### config.mk
export PLATFORM = sky130hd
export DESIGN_NAME = fir_mac_engine
export DESIGN_NICKNAME = d
export VERILOG_FILES = /design/src/rtl/fir_mac_pkg.sv /design/src/rtl/fir_sample_ring.sv /design/src/rtl/fir_coef_bank.sv /design/src/rtl/fir_mac_datapath.sv /design/src/rtl/fir_mac_engine.sv
export SDC_FILE = /design/constraint.sdc
export NUM_CORES = 2
export LEC_CHECK = 0
export ABC_AREA = 1
export BUFFER_PORTS_ARGS = -buffer_cell sky130_fd_sc_hd__buf_2
export CORE_ASPECT_RATIO = 1.4
export CORE_UTILIZATION = 52
export DETAILED_ROUTE_END_ITERATION = 10
export GPL_ROUTABILITY_DRIVEN = 0
export PLACE_DENSITY = 0.71
export SLEW_MARGIN = 10
export SYNTH_ARGS = -nofsm -noshare
export SYNTH_HDL_FRONTEND = slang
export SYNTH_SLANG_ARGS = --single-unit
### constraint.sdc
create_clock -name clk -period 11 [get_ports clk]
set_clock_uncertainty 0.15 [all_clocks]
set_input_delay 0.55 -clock clk [delete_from_list [all_inputs] [get_ports clk]]
set_output_delay 0.55 -clock clk [all_outputs]
set_load 0.03 [all_outputs]
### src/rtl/fir_mac_pkg.sv
package fir_mac_pkg;
    typedef enum logic [0:0] {
        ST_IDLE = 1'b0,
        ST_RUN  = 1'b1
    } fir_state_e;
endpackage

### src/rtl/fir_sample_ring.sv
// Circular sample store: write at the head, read at head+offset modulo TAPS,
// head moves back one slot on request.
module fir_sample_ring #(
    parameter int TAPS   = 8,
    parameter int DATA_W = 24
) (
    input  logic                      clk,
    input  logic                      rst_n,
    input  logic                      wr_en,
    input  logic [DATA_W-1:0]         wr_data,
    input  logic                      step_back,
    input  logic [$clog2(TAPS)-1:0]   rd_off,
    output logic [DATA_W-1:0]         rd_data
);
    localparam int AW = $clog2(TAPS);
    localparam logic [AW:0]   TAPS_X = (AW+1)'(TAPS);
    localparam logic [AW-1:0] LAST   = AW'(TAPS - 1);

    logic [DATA_W-1:0] mem_q [TAPS];
    logic [AW-1:0]     head_d, head_q;
    logic [AW:0]       sum_raw;
    logic [AW:0]       sum_mod;

    always_comb begin
        head_d = head_q;
        if (step_back) begin
            head_d = (head_q == '0) ? LAST : head_q - AW'(1);
        end
    end

    always_comb begin
        sum_raw = {1'b0, head_q} + {1'b0, rd_off};
        sum_mod = (sum_raw >= TAPS_X) ? sum_raw - TAPS_X : sum_raw;
    end

    assign rd_data = mem_q[sum_mod[AW-1:0]];

    always_ff @(posedge clk) begin
        if (!rst_n) begin
            head_q <= '0;
            for (int i = 0; i < TAPS; i++) begin
                mem_q[i] <= '0;
            end
        end else begin
            head_q <= head_d;
            if (wr_en) begin
                mem_q[head_q] <= wr_data;
            end
        end
    end
endmodule

### src/rtl/fir_coef_bank.sv
// Coefficient store with one write port and one read port.
module fir_coef_bank #(
    parameter int TAPS   = 8,
    parameter int DATA_W = 24
) (
    input  logic                      clk,
    input  logic                      rst_n,
    input  logic                      wr_en,
    input  logic [$clog2(TAPS)-1:0]   wr_idx,
    input  logic [DATA_W-1:0]         wr_data,
    input  logic [$clog2(TAPS)-1:0]   rd_idx,
    output logic [DATA_W-1:0]         rd_data
);
    logic [DATA_W-1:0] mem_q [TAPS];

    assign rd_data = mem_q[rd_idx];

    always_ff @(posedge clk) begin
        if (!rst_n) begin
            for (int i = 0; i < TAPS; i++) begin
                mem_q[i] <= '0;
            end
        end else if (wr_en) begin
            mem_q[wr_idx] <= wr_data;
        end
    end
endmodule

### src/rtl/fir_mac_datapath.sv
// One tap: doubled signed product into a guarded accumulator, optional clear
// and rounding, plus the saturated result view of the new sum.
module fir_mac_datapath #(
    parameter int DATA_W = 24,
    parameter int EXT_W  = 8
) (
    input  logic [DATA_W-1:0]            sample,
    input  logic [DATA_W-1:0]            coef,
    input  logic [2*DATA_W+EXT_W-1:0]    acc_in,
    input  logic                         clear,
    input  logic                         last,
    output logic [2*DATA_W+EXT_W-1:0]    acc_out,
    output logic [DATA_W-1:0]            result
);
    localparam int ACC_W = 2*DATA_W + EXT_W;
    localparam int HI    = 2*DATA_W - 1;
    localparam logic [ACC_W-1:0]  RND  =
        {{(ACC_W-DATA_W){1'b0}}, 1'b1, {(DATA_W-1){1'b0}}};
    localparam logic [DATA_W-1:0] POS_MAX = {1'b0, {(DATA_W-1){1'b1}}};
    localparam logic [DATA_W-1:0] NEG_MAX = {1'b1, {(DATA_W-1){1'b0}}};

    logic signed [2*DATA_W-1:0] prod;
    logic [ACC_W-1:0]           prod_x;
    logic [ACC_W-1:0]           base;
    logic [ACC_W-HI-1:0]        guard;
    logic                       in_range;

    always_comb begin
        prod     = $signed(sample) * $signed(coef);
        prod_x   = {{EXT_W{prod[2*DATA_W-1]}}, prod} << 1;
        base     = clear ? '0 : acc_in;
        acc_out  = base + prod_x + (last ? RND : '0);
        guard    = acc_out[ACC_W-1:HI];
        in_range = (guard == '0) || (guard == '1);
        if (in_range) begin
            result = acc_out[HI:DATA_W];
        end else begin
            result = acc_out[ACC_W-1] ? NEG_MAX : POS_MAX;
        end
    end
endmodule

### src/rtl/fir_mac_engine.sv
module fir_mac_engine #(
    parameter int TAPS   = 8,
    parameter int DATA_W = 24,
    parameter int EXT_W  = 8
) (
    input  logic                      clk,
    input  logic                      rst_n,
    input  logic                      coef_we,
    input  logic [$clog2(TAPS)-1:0]   coef_addr,
    input  logic [DATA_W-1:0]         coef_wdata,
    input  logic                      in_valid,
    output logic                      in_ready,
    input  logic [DATA_W-1:0]         in_data,
    output logic                      out_valid,
    output logic [DATA_W-1:0]         out_data
);
    import fir_mac_pkg::*;

    localparam int AW    = $clog2(TAPS);
    localparam int ACC_W = 2*DATA_W + EXT_W;
    localparam logic [AW-1:0] LAST_TAP = AW'(TAPS - 1);

    typedef struct packed {
        fir_state_e        state;
        logic [AW-1:0]     tap;
        logic [ACC_W-1:0]  acc;
        logic              out_valid;
        logic [DATA_W-1:0] out_data;
    } ctl_t;

    localparam ctl_t CTL_RESET = '{
        state:     ST_IDLE,
        tap:       '0,
        acc:       '0,
        out_valid: 1'b0,
        out_data:  '0
    };

    ctl_t ctl_d, ctl_q;

    logic              accept;
    logic              last_tap;
    logic              running;
    logic [DATA_W-1:0] smp_rd;
    logic [DATA_W-1:0] cof_rd;
    logic [ACC_W-1:0]  mac_acc;
    logic [DATA_W-1:0] mac_result;

    assign running  = (ctl_q.state == ST_RUN);
    assign in_ready = !running;
    assign accept   = in_valid && in_ready;
    assign last_tap = (ctl_q.tap == LAST_TAP);

    fir_sample_ring #(
        .TAPS   (TAPS),
        .DATA_W (DATA_W)
    ) u_ring (
        .clk       (clk),
        .rst_n     (rst_n),
        .wr_en     (accept),
        .wr_data   (in_data),
        .step_back (running && last_tap),
        .rd_off    (ctl_q.tap),
        .rd_data   (smp_rd)
    );

    fir_coef_bank #(
        .TAPS   (TAPS),
        .DATA_W (DATA_W)
    ) u_coef (
        .clk     (clk),
        .rst_n   (rst_n),
        .wr_en   (coef_we),
        .wr_idx  (coef_addr),
        .wr_data (coef_wdata),
        .rd_idx  (ctl_q.tap),
        .rd_data (cof_rd)
    );

    fir_mac_datapath #(
        .DATA_W (DATA_W),
        .EXT_W  (EXT_W)
    ) u_mac (
        .sample  (smp_rd),
        .coef    (cof_rd),
        .acc_in  (ctl_q.acc),
        .clear   (ctl_q.tap == '0),
        .last    (last_tap),
        .acc_out (mac_acc),
        .result  (mac_result)
    );

    always_comb begin
        ctl_d           = ctl_q;
        ctl_d.out_valid = 1'b0;
        case (ctl_q.state)
            ST_IDLE: begin
                if (accept) begin
                    ctl_d.state = ST_RUN;
                    ctl_d.tap   = '0;
                end
            end
            ST_RUN: begin
                ctl_d.acc = mac_acc;
                if (last_tap) begin
                    ctl_d.state     = ST_IDLE;
                    ctl_d.tap       = '0;
                    ctl_d.out_valid = 1'b1;
                    ctl_d.out_data  = mac_result;
                end else begin
                    ctl_d.tap = ctl_q.tap + AW'(1);
                end
            end
        endcase
    end

    always_ff @(posedge clk) begin
        if (!rst_n) begin
            ctl_q <= CTL_RESET;
        end else begin
            ctl_q <= ctl_d;
        end
    end

    assign out_valid = ctl_q.out_valid;
    assign out_data  = ctl_q.out_data;
endmodule

==> metrics.md <==
| Metric | Value |
|---|---|
| Clock Tree Root | clkbuf_16 |
| Most frequent cells in the layout | inv_1, nand2_1, nor2_1 |
| Critical path class | flip-flop to flip-flop |
| Routed WL | 146,000 um |
| I/O Pins | 81 |
| Final setup vio count | 0 |
| Die X-Extent | 256 um |
| First-pass GRT wire length | 224,000 um |
| Status | complete, no violations |
| Syn Area/Cell | 8.54 um2 |
| Num CTS Buffers | 51 |
| Fin nets | 6,670 |
| HP Class | input pin to flip-flop |
| Commonest non-fill, non-tap cell in the layout | inv_1 |
| Detailed Routing Iterations Pass 1 | 6 |
| CTS sink cnt | 474 |
| CTS tree | built |
| CTS clock-pin slew for the worst setup and hold paths | 0.06 ns |
| CTS H-tree lvls | 2 |
| Vias post-DR | 38,800 |
| Synth area leaders | fa_1, edfxtp_1, nand2_1, inv_1, nor2_1 |
| Worst path arrival time | 11.10 ns |
| Vias per cell | 5.55 |
| Period utilization | 97.5% |
| Hold buffer count at cts | 0 |
| Iter 0 DRT Violations | 3,371 |
| Period minus WS final | 10.73 ns |
| Buffers added on ports | 80 |
| Synth area leader | fa_1 |
| Crit path largest cell delay | 0.64 ns |
| DRC viols | 0 |
| GRT Util Overall | 32.0% |
| Hpwl dp | 108,000 um |
| Layout Cells excl Fill | 6,991 |
| Yosys warnings | 0 |
| Syn_nets | 6,427 |
| Startpoint types | flip-flop |
| Area growth, synth to finish | 14.6% |
| Drt wl/cell | 20.9 um |
| Die span in y | 358 um |
| Final hold violations | 0 |
| Placed insts | 6,844 |
| Worst-Skew Late Latency | 0.65 ns |
| Setup crit end kind | flip-flop |
| Pin count of the biggest net entering global routing | 94 |
| Vias in the first global route | 40,400 |
| Mapped Area | 47,100 um2 |
| Slowest CP cell | fa_2 |
| Cell variety after synth | 50 |
| Top cell type's share of synthesized area | 25.9% |
| CP delay by family, top | adder cells |
| Share of cells above drive strength 1 | 17.0% |
| Final antenna-violating net count | 0 |
| Initial Util | 52.5% |
| Yosys reg bits | 474 |
| Post-synth EDFFs | 384 |
| Fmax | 93.2 MHz |
| Register area share after synthesis | 28.3% |
| Slew HR | 16.1% |
| Core area | 89,800 um2 |
| Worst path required time | 11.37 ns |
| Antenna violations before repair | 1 |
| Ys flop type | edfxtp_1 |
| Hold slack | 0.0915 ns |
| Synth Instances | 5,518 |
| Clk buf depth | 3 |
| Slew @ Worst Pin | 1.26 ns |
| Worst Path Max Fanout | 10 |
| Die area | 91,800 um2 |
| Synth async-reset ratio | 0% |
| Max-slew violation count | 0 |
| Max Cap Viol | 0 |
| GRT Residual Overflow | 0 |
| Fin util | 60.1% |
| Row count | 130 |
| WP buf/inv | 12 |
==> sequential cells by signal (all words and copies together), names as in the netlist, named ones only <==
signal and cells:
u_coef.mem_q 192, out_valid 1, ctl_q 58, u_ring.mem_q 192, running 1, u_ring.head_q 3
out_data 24
==> area by class of cell <==
class                   instances  area (um2)
fillers                      7661       35800
multi-input cells            3723       29800
flip-flops and latches        474       13300
inverters                    1085        4110
repair buffers                425        3500
well taps                    1188        1490
clock buffers                  62        1350
clock inverters                32         422
repair inverters                1        5.00
diodes                          1        2.50
==> synth_stat cells, drive strengths merged (3+ instances only) <==
library cell     n
nand2         1130
inv           1075
nor2           900
fa             610
edfxtp         384
a21oi          280
ha             244
o21ai          215
clkbuf         154
dfxtp           90
buf             83
nand3           75
xor2            56
a32o            44
mux2            42
xnor2           34
o21bai          16
nand4           15
nor3            11
clkinv          10
o211ai          10
a21o             7
mux2i            6
a31oi            5
o22ai            5
nand3b           3
o21a             3
==> per-layer routing <==
layer / wire, um / share of wire [%] / up-vias / GRT usage, %
met4: 11900 / 8.1 / 0 / 22.1
met5: 0 / 0 / - / 0
met2: 72100 / 49 / 1978 / 55.5
met3: 13200 / 9.0 / 650 / 6.45
met1: 49200 / 34 / 18800 / 35.6
li1: - / - / 17400 / -
==> path summary, 6_finish.rpt <==
| check | startpoint | end | slack [ns] | cells past startpoint |
|---|---|---|---|---|
| worst max register to register | ctl_q[81] | out_data[2] | 0.27 | 51 |
| worst max-delay path | ctl_q[81] | out_data[2] | 0.27 | 51 |
| worst min register to register | ctl_q[28] | ctl_q[28] | 0.31 | 2 |
| worst min-delay path | in_valid | running | 0.09 | 3 |
==> cell families after synthesis <==
| family | synth area share (%) |
|---|---|
| buf+inv | 11.0 |
| mux | 1.13 |
| xor+xnor | 1.67 |
| flops | 28.3 |
| fa+ha+maj | 32.4 |
| simple gates | 18.3 |
| compound gates | 7.20 |
==> metrics by stage <==
stage	setup slack, ns	setup TNS (ns)	cell area, um2
after floorplan	0.497	0	47100
after global placement	-0.254	-5.79	50400
after detailed placement	-0.340	-7.67	50400
after CTS	0.00276	0	52300
after global routing	-0.119	-2.20	54000
final	0.271	0	54000
==> worst min-delay path: stages <==
cell    delay [ns]
buf_2         0.10
nor2_1        0.07
nor2_1        0.10
==> repair_timing <==
| action | CTS | global route |
|---|---|---|
| cloned | 1 | 8 |
| endpoints found under the setup margin | 26 | 55 |
| buffers inserted | 2 | 41 |
| gates resized for setup | 29 | 319 |
| pin swaps | 0 | 105 |
Power is left out: the tool's default activity adds up to more than one toggle a clock period on the data nets, which glitch-free logic cannot reach.
